### src/rtl/ring_ptr_pkg.sv
package ring_ptr_pkg;
  localparam int ADDR_W = 3;

  localparam logic [ADDR_W-1:0] RA_CTRL  = 3'd0;
  localparam logic [ADDR_W-1:0] RA_START = 3'd1;
  localparam logic [ADDR_W-1:0] RA_END   = 3'd2;
  localparam logic [ADDR_W-1:0] RA_HEAD  = 3'd3;
  localparam logic [ADDR_W-1:0] RA_TAIL  = 3'd4;
  localparam logic [ADDR_W-1:0] RA_FREE  = 3'd5;
  localparam logic [ADDR_W-1:0] RA_SIZE  = 3'd6;

  // strobes from control to datapath
  typedef struct packed {
    logic ldStart;
    logic ldEnd;
    logic ldHead;
    logic ldTail;
    logic useWrap;
    logic advHead;
    logic advTail;
  } ptrStrobe_t;
endpackage

### src/rtl/ring_ptr_step.sv
module ring_ptr_step #(
  parameter int PTR_W = 16,
  parameter int STEP  = 2
) (
  input  logic [PTR_W-1:0] ptrQ,
  input  logic [PTR_W-1:0] endQ,
  input  logic [PTR_W-1:0] sizeQ,
  output logic [PTR_W-1:0] nextPtr
);
  localparam logic [PTR_W:0] STEP_EXT = (PTR_W+1)'(STEP);

  logic [PTR_W:0] sum;
  logic [PTR_W:0] folded;
  logic           wrapNeeded;

  always_comb begin
    sum        = {1'b0, ptrQ} + STEP_EXT;
    wrapNeeded = sum >= {1'b0, endQ};
    folded     = sum - {1'b0, sizeQ};
    nextPtr    = wrapNeeded ? folded[PTR_W-1:0] : sum[PTR_W-1:0];
  end
endmodule

### src/rtl/ring_ptr_dp.sv
module ring_ptr_dp
  import ring_ptr_pkg::*;
#(
  parameter int PTR_W      = 16,
  parameter int DESC_UNITS = 2
) (
  input  logic              clk,
  input  logic              rstN,
  input  ptrStrobe_t        stb,
  input  logic [PTR_W-1:0]  wrData,
  input  logic [ADDR_W-1:0] rdAddr,
  input  logic              enableQ,
  input  logic              recvMode,
  input  logic              errQ,
  output logic [PTR_W-1:0]  headQ,
  output logic [PTR_W-1:0]  tailQ,
  output logic [PTR_W-1:0]  sizeQ,
  output logic [PTR_W-1:0]  freeSpace,
  output logic              emptyQ,
  output logic              wrInRange,
  output logic              wrHitsHead,
  output logic [PTR_W-1:0]  rdData
);
  logic [PTR_W-1:0] startQ;
  logic [PTR_W-1:0] endQ;
  logic [PTR_W-1:0] wrFixed;
  logic [PTR_W-1:0] headNext;
  logic [PTR_W-1:0] tailNext;

  assign sizeQ = endQ - startQ;

  ring_ptr_step #(.PTR_W(PTR_W), .STEP(DESC_UNITS)) u_headStep (
    .ptrQ(headQ), .endQ(endQ), .sizeQ(sizeQ), .nextPtr(headNext)
  );
  ring_ptr_step #(.PTR_W(PTR_W), .STEP(DESC_UNITS)) u_tailStep (
    .ptrQ(tailQ), .endQ(endQ), .sizeQ(sizeQ), .nextPtr(tailNext)
  );

  always_comb begin
    wrFixed    = (wrData == endQ) ? startQ : wrData;
    wrInRange  = (wrData >= startQ) && (wrData <= endQ);
    wrHitsHead = (wrFixed == headQ);
    emptyQ     = (headQ == tailQ);
    if (tailQ >= headQ) freeSpace = sizeQ - (tailQ - headQ);
    else                freeSpace = headQ - tailQ;
  end

  always_ff @(posedge clk) begin
    if (!rstN) begin
      startQ <= '0;
      endQ   <= '0;
      headQ  <= '0;
      tailQ  <= '0;
    end else begin
      if (stb.ldStart) startQ <= wrData;
      if (stb.ldEnd)   endQ   <= wrData;
      if (stb.ldHead)       headQ <= stb.useWrap ? wrFixed : wrData;
      else if (stb.advHead) headQ <= headNext;
      if (stb.ldTail)       tailQ <= stb.useWrap ? wrFixed : wrData;
      else if (stb.advTail) tailQ <= tailNext;
    end
  end

  always_comb begin
    case (rdAddr)
      RA_CTRL:  rdData = {{(PTR_W-3){1'b0}}, errQ, recvMode, enableQ};
      RA_START: rdData = startQ;
      RA_END:   rdData = endQ;
      RA_HEAD:  rdData = headQ;
      RA_TAIL:  rdData = tailQ;
      RA_FREE:  rdData = freeSpace;
      RA_SIZE:  rdData = sizeQ;
      default:  rdData = '0;
    endcase
  end
endmodule

### src/rtl/ring_ptr_ctrl.sv
module ring_ptr_ctrl
  import ring_ptr_pkg::*;
#(
  parameter int PTR_W      = 16,
  parameter int DESC_UNITS = 2
) (
  input  logic              clk,
  input  logic              rstN,
  input  logic              regWe,
  input  logic [ADDR_W-1:0] regAddr,
  input  logic [2:0]        ctrlBits,
  input  logic              engReady,
  input  logic              emptyQ,
  input  logic [PTR_W-1:0]  freeSpace,
  input  logic              wrInRange,
  input  logic              wrHitsHead,
  output ptrStrobe_t        stb,
  output logic              enableQ,
  output logic              recvMode,
  output logic              errQ,
  output logic              engValid
);
  localparam logic [PTR_W-1:0] DESC_VAL = PTR_W'(DESC_UNITS);

  logic setErr;
  logic ctrlWr;

  assign ctrlWr = regWe && (regAddr == RA_CTRL);

  always_comb begin
    if (!enableQ)     engValid = 1'b0;
    else if (recvMode) engValid = freeSpace > DESC_VAL;
    else              engValid = !emptyQ;
  end

  always_comb begin
    stb         = '0;
    setErr      = 1'b0;
    stb.advHead = engValid && engReady && !recvMode;
    stb.advTail = engValid && engReady && recvMode;
    if (regWe) begin
      if (!enableQ) begin
        case (regAddr)
          RA_START: stb.ldStart = 1'b1;
          RA_END:   stb.ldEnd   = 1'b1;
          RA_HEAD:  stb.ldHead  = 1'b1;
          RA_TAIL:  stb.ldTail  = 1'b1;
          default:  ;
        endcase
      end else begin
        stb.useWrap = 1'b1;
        if (regAddr == RA_TAIL && !recvMode) begin
          if (wrInRange && !(wrHitsHead && !emptyQ)) stb.ldTail = 1'b1;
          else                                       setErr     = 1'b1;
        end else if (regAddr == RA_HEAD && recvMode) begin
          if (wrInRange) stb.ldHead = 1'b1;
          else           setErr     = 1'b1;
        end
      end
    end
  end

  always_ff @(posedge clk) begin
    if (!rstN) begin
      enableQ  <= 1'b0;
      recvMode <= 1'b0;
      errQ     <= 1'b0;
    end else begin
      if (ctrlWr) begin
        enableQ  <= ctrlBits[0];
        recvMode <= ctrlBits[1];
        if (ctrlBits[2]) errQ <= 1'b0;
      end
      if (setErr) errQ <= 1'b1;
    end
  end
endmodule

### src/rtl/ring_ptr_mgr.sv
module ring_ptr_mgr
  import ring_ptr_pkg::*;
#(
  parameter int PTR_W      = 16,
  parameter int DESC_UNITS = 2
) (
  input  logic              clk,
  input  logic              rstN,
  input  logic              regWe,
  input  logic [ADDR_W-1:0] regAddr,
  input  logic [PTR_W-1:0]  regWdata,
  output logic [PTR_W-1:0]  regRdata,
  output logic              engValid,
  input  logic              engReady,
  output logic [PTR_W-1:0]  engAddr,
  output logic [PTR_W-1:0]  freeSpace,
  output logic              queueEmpty,
  output logic              errFlag
);
  ptrStrobe_t       stb;
  logic             enableQ;
  logic             recvMode;
  logic             errQ;
  logic             wrInRange;
  logic             wrHitsHead;
  logic [PTR_W-1:0] headQ;
  logic [PTR_W-1:0] tailQ;
  logic [PTR_W-1:0] sizeQ;

  ring_ptr_ctrl #(.PTR_W(PTR_W), .DESC_UNITS(DESC_UNITS)) u_ctrl (
    .clk(clk), .rstN(rstN), .regWe(regWe), .regAddr(regAddr),
    .ctrlBits(regWdata[2:0]), .engReady(engReady), .emptyQ(queueEmpty),
    .freeSpace(freeSpace), .wrInRange(wrInRange), .wrHitsHead(wrHitsHead),
    .stb(stb), .enableQ(enableQ), .recvMode(recvMode), .errQ(errQ),
    .engValid(engValid)
  );

  ring_ptr_dp #(.PTR_W(PTR_W), .DESC_UNITS(DESC_UNITS)) u_dp (
    .clk(clk), .rstN(rstN), .stb(stb), .wrData(regWdata), .rdAddr(regAddr),
    .enableQ(enableQ), .recvMode(recvMode), .errQ(errQ),
    .headQ(headQ), .tailQ(tailQ), .sizeQ(sizeQ), .freeSpace(freeSpace),
    .emptyQ(queueEmpty), .wrInRange(wrInRange), .wrHitsHead(wrHitsHead),
    .rdData(regRdata)
  );

  assign engAddr = recvMode ? tailQ : headQ;
  assign errFlag = errQ;
endmodule

### config.mk
export PLATFORM = sky130hd
export DESIGN_NAME = ring_ptr_mgr
export DESIGN_NICKNAME = d
export VERILOG_FILES = /design/src/rtl/ring_ptr_pkg.sv /design/src/rtl/ring_ptr_step.sv /design/src/rtl/ring_ptr_dp.sv /design/src/rtl/ring_ptr_ctrl.sv /design/src/rtl/ring_ptr_mgr.sv
export SDC_FILE = /design/constraint.sdc
export NUM_CORES = 1
export LEC_CHECK = 0
export ABC_AREA = 1
export BUFFER_PORTS_ARGS = -buffer_cell sky130_fd_sc_hd__buf_2
export CAP_MARGIN = 20
export CORE_UTILIZATION = 55
export CTS_CLUSTER_SIZE = 8
export DETAILED_ROUTE_END_ITERATION = 10
export GPL_TIMING_DRIVEN = 0
export PLACE_DENSITY_LB_ADDON = 0.05
export SKIP_CTS_REPAIR_TIMING = 1
export SKIP_LAST_GASP = 1
export SLEW_MARGIN = 0
export SYNTH_ARGS = -nofsm -noshare
export SYNTH_HDL_FRONTEND = slang
export SYNTH_HIERARCHICAL = 1
export SYNTH_SLANG_ARGS = --single-unit
export TNS_END_PERCENT = 100
### constraint.sdc
create_clock -name clk -period 14.5 [get_ports clk]
set_clock_uncertainty 0.05 [all_clocks]
set_input_delay 1.45 -clock clk [delete_from_list [all_inputs] [get_ports clk]]
set_output_delay 1.45 -clock clk [all_outputs]
set_load 0.05 [all_outputs]
After elaboration in Yosys (flattened, before gate mapping)
Index checks and enable logic that the tools add are counted.
{ "totals": {"word_cells": 83, "reg_bits": 67, "in_bits": 23, "output_inout_bits": 51} }
{ "classes": {"addsub": 8, "magnitude_cmp": 6, "muxes": 35, "eq_ne": 9, "n_reduce_logical": 18} }
{ "ops": {"columns": ["op", "n"], "rows": [
  ["$mux 16", 10],
  ["$pmux 16 s7", 1],
  ["$sub 16x16->16", 6],
  ["$eq 16x16->1", 3],
  ["$add 16x2->17 const B", 2],
  ["$ge 17x16->1", 2],
  ["$ge 16x16->1", 2],
  ["$mux 1", 21],
  ["$gt 16x2->1 const B", 1],
  ["$le 16x16->1", 1],
  ["$eq 3x3->1 const B", 3],
  ["$logic_and 1x1->1", 9],
  ["$reduce_bool 2->1", 4],
  ["$eq 3x2->1 const B", 2],
  ["$mux 5", 1],
  ["$mux 2", 2],
  ["$eq 3x1->1 const B", 1],
  ["$logic_not 1->1", 3],
  ["$logic_not 3->1", 1],
  ["$reduce_and 2->1", 1]
]} }

Longest topological paths before layout
{ "logic_depth": {"word_depth": 12, "mapped_depth": 37, "depth_no_buf": 35} }

By module
Netlist, hierarchy kept.
{ "modules_own_cells": {"columns": ["module", "area_each_um2", "cells_each", "seq_area_each_um2", "n_inst"], "rows": [
  ["ring_ptr_dp", 7339.5, 1135, 1281.2, 1],
  ["ring_ptr_step", 1991.9, 363, 0.0, 2],
  ["ring_ptr_ctrl", 337.8, 64, 60.1, 1],
  ["ring_ptr_mgr", 244.0, 52, 0.0, 1]
]} }

Worst setup path before layout
Ideal clock, no wire load.
{ "synth_path": {"kind": "reg-to-output", "startpoint": "reg u_dp.endQ[0]", "endpoint": "out engValid", "t_required_ns": 13.000, "arrival_time_ns": 5.070, "path_stages_with_launch": 26, "path_slack_ns": 7.930, "n_path_buf": 0, "path_cell_list": "dfxtp_1 > inv_1 > ha_1 > inv_1 > fa_1 > nand3_1 > nand2_1 > nand3_1 > nand2_1 > or2_2 > nand2_1 > inv_1 > fa_1 > ha_1 > a21o_1 > a21oi_1 > nand2_1 > a21oi_1 > xor2_1 > nand2_1 > a21boi_0 > or2_1 > nor2_1 > nand3_1 > nand2_1 > inv_1"} }
{ "synth_between": {"elab_chain_cells": 6} }
{ "synth_rtl": {"columns": ["element", "line", "source"], "rows": [
  ["start: declaration", "ring_ptr_dp.sv:25", "logic [PTR_W-1:0] endQ;"],
  ["start signal: assignment", "ring_ptr_dp.sv:56", "if (stb.ldEnd) endQ <= wrData;"],
  ["$sub 16x16->16", "ring_ptr_dp.sv:30", "assign sizeQ = endQ - startQ;"],
  ["named net sizeQ[6]", "ring_ptr_mgr.sv:28", "logic [PTR_W-1:0] sizeQ;"],
  ["$sub 16x16->16", "ring_ptr_dp.sv:44", "if (tailQ >= headQ) freeSpace = sizeQ - (tailQ - headQ);"],
  ["$mux 16", "ring_ptr_dp.sv:44", null],
  ["named net freeSpace[9]", "ring_ptr_mgr.sv:16", "output logic [PTR_W-1:0] freeSpace,"],
  ["$gt 16x2->1", "ring_ptr_ctrl.sv:32", "else if (recvMode) engValid = freeSpace > DESC_VAL;"],
  ["$mux 1", "ring_ptr_ctrl.sv:32", null],
  ["$mux 1", "ring_ptr_ctrl.sv:31", "if (!enableQ) engValid = 1'b0;"],
  ["end: declaration", "ring_ptr_mgr.sv:13", "output logic engValid,"]
]} }
The timed path passes the listed nets, and every way through them passes these cells.

Worst setup path after layout
{ "layout_path": {"startpoint": "reg u_dp.endQ[5]", "endpoint": "out engValid"} }
{ "layout_between": {"elab_chain_cells": 6} }
{ "layout_rtl": {"columns": ["element", "line"], "rows": [
  ["$sub 16x16->16", "ring_ptr_dp.sv:30"],
  ["named net sizeQ[7]", "ring_ptr_mgr.sv:28"],
  ["$sub 16x16->16", "ring_ptr_dp.sv:44"],
  ["$mux 16", "ring_ptr_dp.sv:44"],
  ["$gt 16x2->1", "ring_ptr_ctrl.sv:32"],
  ["$mux 1", "ring_ptr_ctrl.sv:32"],
  ["$mux 1", "ring_ptr_ctrl.sv:31"]
]} }
The timed path passes the listed nets, and every way through them passes these cells.

==> run summary <==
The type of the setup path with the least slack was register to output port. The tools report the routability-driven placement congestion ratio as 1.02. For hold timing, the worst endpoint is u_ctrl/errQ. Entering global routing, the biggest net connects 14 pins.

The clock drives 67 sinks. The met3 wire length came out at 5.08 mm. For this run, the number of Yosys warnings is 6.

The number of cells traversed by the worst register-to-register path was 28. Counting flops with a built-in enable in the synthesized netlist gives 0. The tools report the max capacitance violation total as 0. The wire-length estimate of the detail-placed layout is 38.0 mm.

The register-to-register path setup slack was 7.94 ns; the fraction of layout instances using a drive strength above 1 was 0.111. In this run the worst path has a maximum fanout of 6. The count of input and output buffers works out to 73. Setup repair after global routing left no endpoint under its margin.

The endpoint of the worst-slack reg-to-reg timing path is u_dp/headQ[6]. By area the synthesized netlist is led by nand2_1 (18%), ha_1 (15%), dfxtp_1 (11%). Share of the clock period used by the worst path: 0.486. TritonCTS created 9 clock buffers.

The area fraction of the dominant cell type after synthesis was 0.176; the maximum vdd ir drop was 0.000127 V. The clock input transition at the sequential cells of the worst setup and hold paths came out at 0.06 ns. In this design, the stage delay of the slowest critical-path cell is 0.98 ns. The count of different cell masters after synthesis came out at 53. From synthesis to final layout, the design area changed by 9.08%.

Cell with the largest stage delay on the worst path: xor2_1. In this run, synthesis produced a sequential element count of 67. The tools report the number of nets in the layout as 2250.

The combined global-route utilization of all metal layers came out at 0.419. The type of element launching the critical path is a register. Via count of the first global-routing pass: 12.2k. The proportion of register bits with asynchronous set or reset after synthesis was 0. nand2_1 takes more of the synthesized area than any other cell. For the pin with the worst max-slew slack, the measured transition is 1.25 ns. In this run the number of H-tree levels came out at 3. The total area inside the core boundary comes to 21200 um^2.

The die covers 22200 um^2. In this run the horizontal extent of the chip is 149 um. The hold violation count in the final report is 0. After detailed routing, the total wire length is 46.6 mm. The worst register-to-register path begins at u_dp/endQ[5]. The tools report the DRC marker count from the first detailed-route iteration as 1471. After detailed routing, the number of remaining DRC violations is 0. The mean cell area of the mapped netlist is 6.02 um^2.

The cell count along the critical path is 24, and the worst endpoint required time is 13.00 ns. The max-slew headroom at the worst pin was 0.163. The arrival time at the worst endpoint is 5.54 ns. The post-detailed-route via-to-cell ratio came out at 5.82.

The final critical delay including setup and external delays is 7.04 ns. The first detailed-routing pass took 6 iterations. Top layer used by detailed routing: met5.

Synthesis produced a netlist with a net count of 2161. The detail route stage leaves a number of antenna-violating nets equal to 0. From bottom edge to top edge, the die measures 149 um.

Max-slew violation total from the final report: 0. The worst hold path passes through 2 cells. The tools report the maximum clock path buffer count as 2. The cell area that synthesis handed to floorplanning was 11900 um^2. Summed over all failing endpoints, the final setup total negative slack is 0 ns. The initial antenna violation count came out at 2. For the total congestion overflow after global routing, the log shows 0.

In this run, placement finished with an instance count of 2328. The worst path buffer plus inverter count works out to 3. The path class of the tightest hold or removal check is register to register. Share of the yosys chip area belonging to registers: 0.113.

In the final routed layout, each cell accounts on average for 19.9 um. The cell that appears most often on the critical path is nand2_1. The static leakage is 6.56 nW. The number of cells in the finished layout apart from fillers was 2346; the timing-limited maximum frequency was 142 MHz. Summed over all nets, wire length on met2 after detailed routing comes to 20.1 mm. The root buffer cell chosen for the clock tree is clkbuf_16. Type of element capturing the critical path: an output port.

The critical path goes through ha_1, nand2_1, inv_1, a21oi_1, nand2_1, xor2_1, fa_1, ha_1, a21oi_1, nor2_1, nor2_1, nand3_1, nand2_1, nand2_1, xor2_1, nand2_1, and2_1, nor2_1, nand2_1, nor2_1, nand3_1, nand2_1, inv_1, buf_2. The floorplan has 53 rows. Grouping stages by cell kind, the critical path spends the most delay in simple AND/OR/NAND/NOR gates.

For the later-pin clock latency in the skew report, the log shows 0.34 ns. The startpoint identified for the worst hold timing path is u_ctrl/errQ. Detailed routing inserted a total of 13.7k vias.

Starting density of the core: 0.563. The run finished with clean final reports. The most used flip-flop cell after synthesis is dfxtp_1.

Setup violations remaining at the end of the flow were counted as 0. The number of antenna diodes in the final layout is 0. Synthesis produced a netlist whose cell count is 1977. For this block, wires on met1 add up to 19.1 mm. The first global-routing pass estimated 69.0 mm of wire. During I/O placement, the number of pins put on the boundary was 74. The power density relative to cell area was 131 nW/um^2. TritonCTS built the clock tree.
layout by cell type, fill, tap and decap left out, types with 3 or more instances in the layout:
cell         n
a21oi_2      3
nand2_1    557
o22ai_1     16
nand2_2     36
inv_6        3
buf_4       11
o31ai_1      3
nor2_2      13
a211oi_1     3
nand4_1     22
nor2_1     114
clkbuf_1    28
a21oi_1    128
fa_1        19
o21a_1       7
a31oi_1     36
a221oi_1    13
buf_1        3
xor2_1      66
or2_2       38
ha_1       142
buf_6        3
a21o_1       8
nor3_2       4
dfxtp_1     67
buf_12       3
nand3_1    155
o21ai_1     11
xnor2_1     17
clkbuf_16    9
inv_2        9
inv_1      304
o21bai_1     7
buf_2       75
o21ai_0     85
nand2_4      4
nand3_2      4
and2_1       4
nor4_1       3
nor3_1      15
metal layers:
layer / vias to the layer above / global-route usage
li1: 6616 / -
met5: - / 0
met3: 145 / 0.103
met1: 6201 / 0.539
met2: 694 / 0.649
met4: 2 / 0.209
synthesized netlist by cell type (3+ instances only):
cell type,n
nand2_1,557
inv_1,304
nand3_1,155
ha_1,142
a21oi_1,128
nor2_1,114
o21ai_0,85
dfxtp_1,67
xor2_1,66
or2_2,38
a31oi_1,36
nand2_2,36
clkbuf_1,28
nand4_1,22
fa_1,19
xnor2_1,17
o22ai_1,16
nor3_1,15
a221oi_1,13
nor2_2,13
o21ai_1,11
inv_2,9
a21o_1,8
o21a_1,7
o21bai_1,7
buf_4,6
and2_1,4
nand2_4,4
nand3_2,4
nor3_2,4
a211oi_1,3
a21oi_2,3
buf_1,3
buf_12,3
buf_6,3
nor4_1,3
o31ai_1,3
through the flow:
step	cell area [um^2]	setup WS, ns	power (W)	hold WS [ns]	util
floorplan	11900	7.93	0.00111	0.461	-
global placement	12600	7.74	0.00141	0.445	0.596
detailed placement	12600	7.84	0.00142	0.450	0.597
CTS	13000	7.46	0.00168	0.459	0.613
global route	13000	7.27	0.00181	0.504	0.614
finish	13000	7.46	0.00170	0.463	0.614
worst max path at each step:
| stage | endpoint | from | slack [ns] |
|---|---|---|---|
| after floorplan | engValid | u_dp/endQ[0] | 7.93 |
| after global placement | engValid | u_dp/endQ[0] | 7.74 |
| after detailed placement | engValid | u_dp/endQ[0] | 7.84 |
| after CTS | engValid | u_dp/endQ[0] | 7.46 |
| after global routing | engValid | u_dp/endQ[0] | 7.27 |
| final | engValid | u_dp/endQ[5] | 7.46 |
cell type report:
type                       instances  area (um^2)
tap                              275          344
fill                            2156         8170
multi-input combinational       1551         9110
buffer                            45          265
sequential                        67         1340
inverter                         314         1180
clock inverter                     6         95.1
timing repair buffer              78          403
clock buffer                      10          239
where the power goes:
| group | total [W] | switching, W | internal (W) |
|---|---|---|---|
| Sequential | 0.000210 | 0.0000197 | 0.000190 |
| Clock | 0.000250 | 0.0000932 | 0.000157 |
| Combinational | 0.00124 | 0.000881 | 0.000358 |
| Total | 0.00170 | 0.000994 | 0.000705 |
registers in the layout (all words and copies together) (netlist names):
name	flops
u_ctrl/errQ	1
u_dp/endQ	16
u_dp/startQ	16
u_ctrl/recvMode	1
u_dp/tailQ	16
u_ctrl/enableQ	1
u_dp/headQ	16
logic make-up (layout without fill, tap and decap cells):
kind of cell | count (synthesis) | count (layout) | share of synthesized area
buf+inv | 359 | 453 | 0.122
flops | 67 | 67 | 0.113
simple gates | 978 | 978 | 0.364
xor+xnor | 83 | 83 | 0.0611
fa+ha+maj | 161 | 161 | 0.181
compound gates | 329 | 329 | 0.159
worst register-to-register path, delay by kind of cell (launching register included):
| family | cells | cell delay, ns |
|---|---|---|
| xor+xnor | 2 | 1.12 |
| buf+inv | 4 | 0.54 |
| fa+ha+maj | 3 | 1.34 |
| flops | 1 | 0.60 |
| simple gates | 16 | 2.30 |
| compound gates | 3 | 0.53 |
Note: power is estimated with default switching activity, not from simulation.
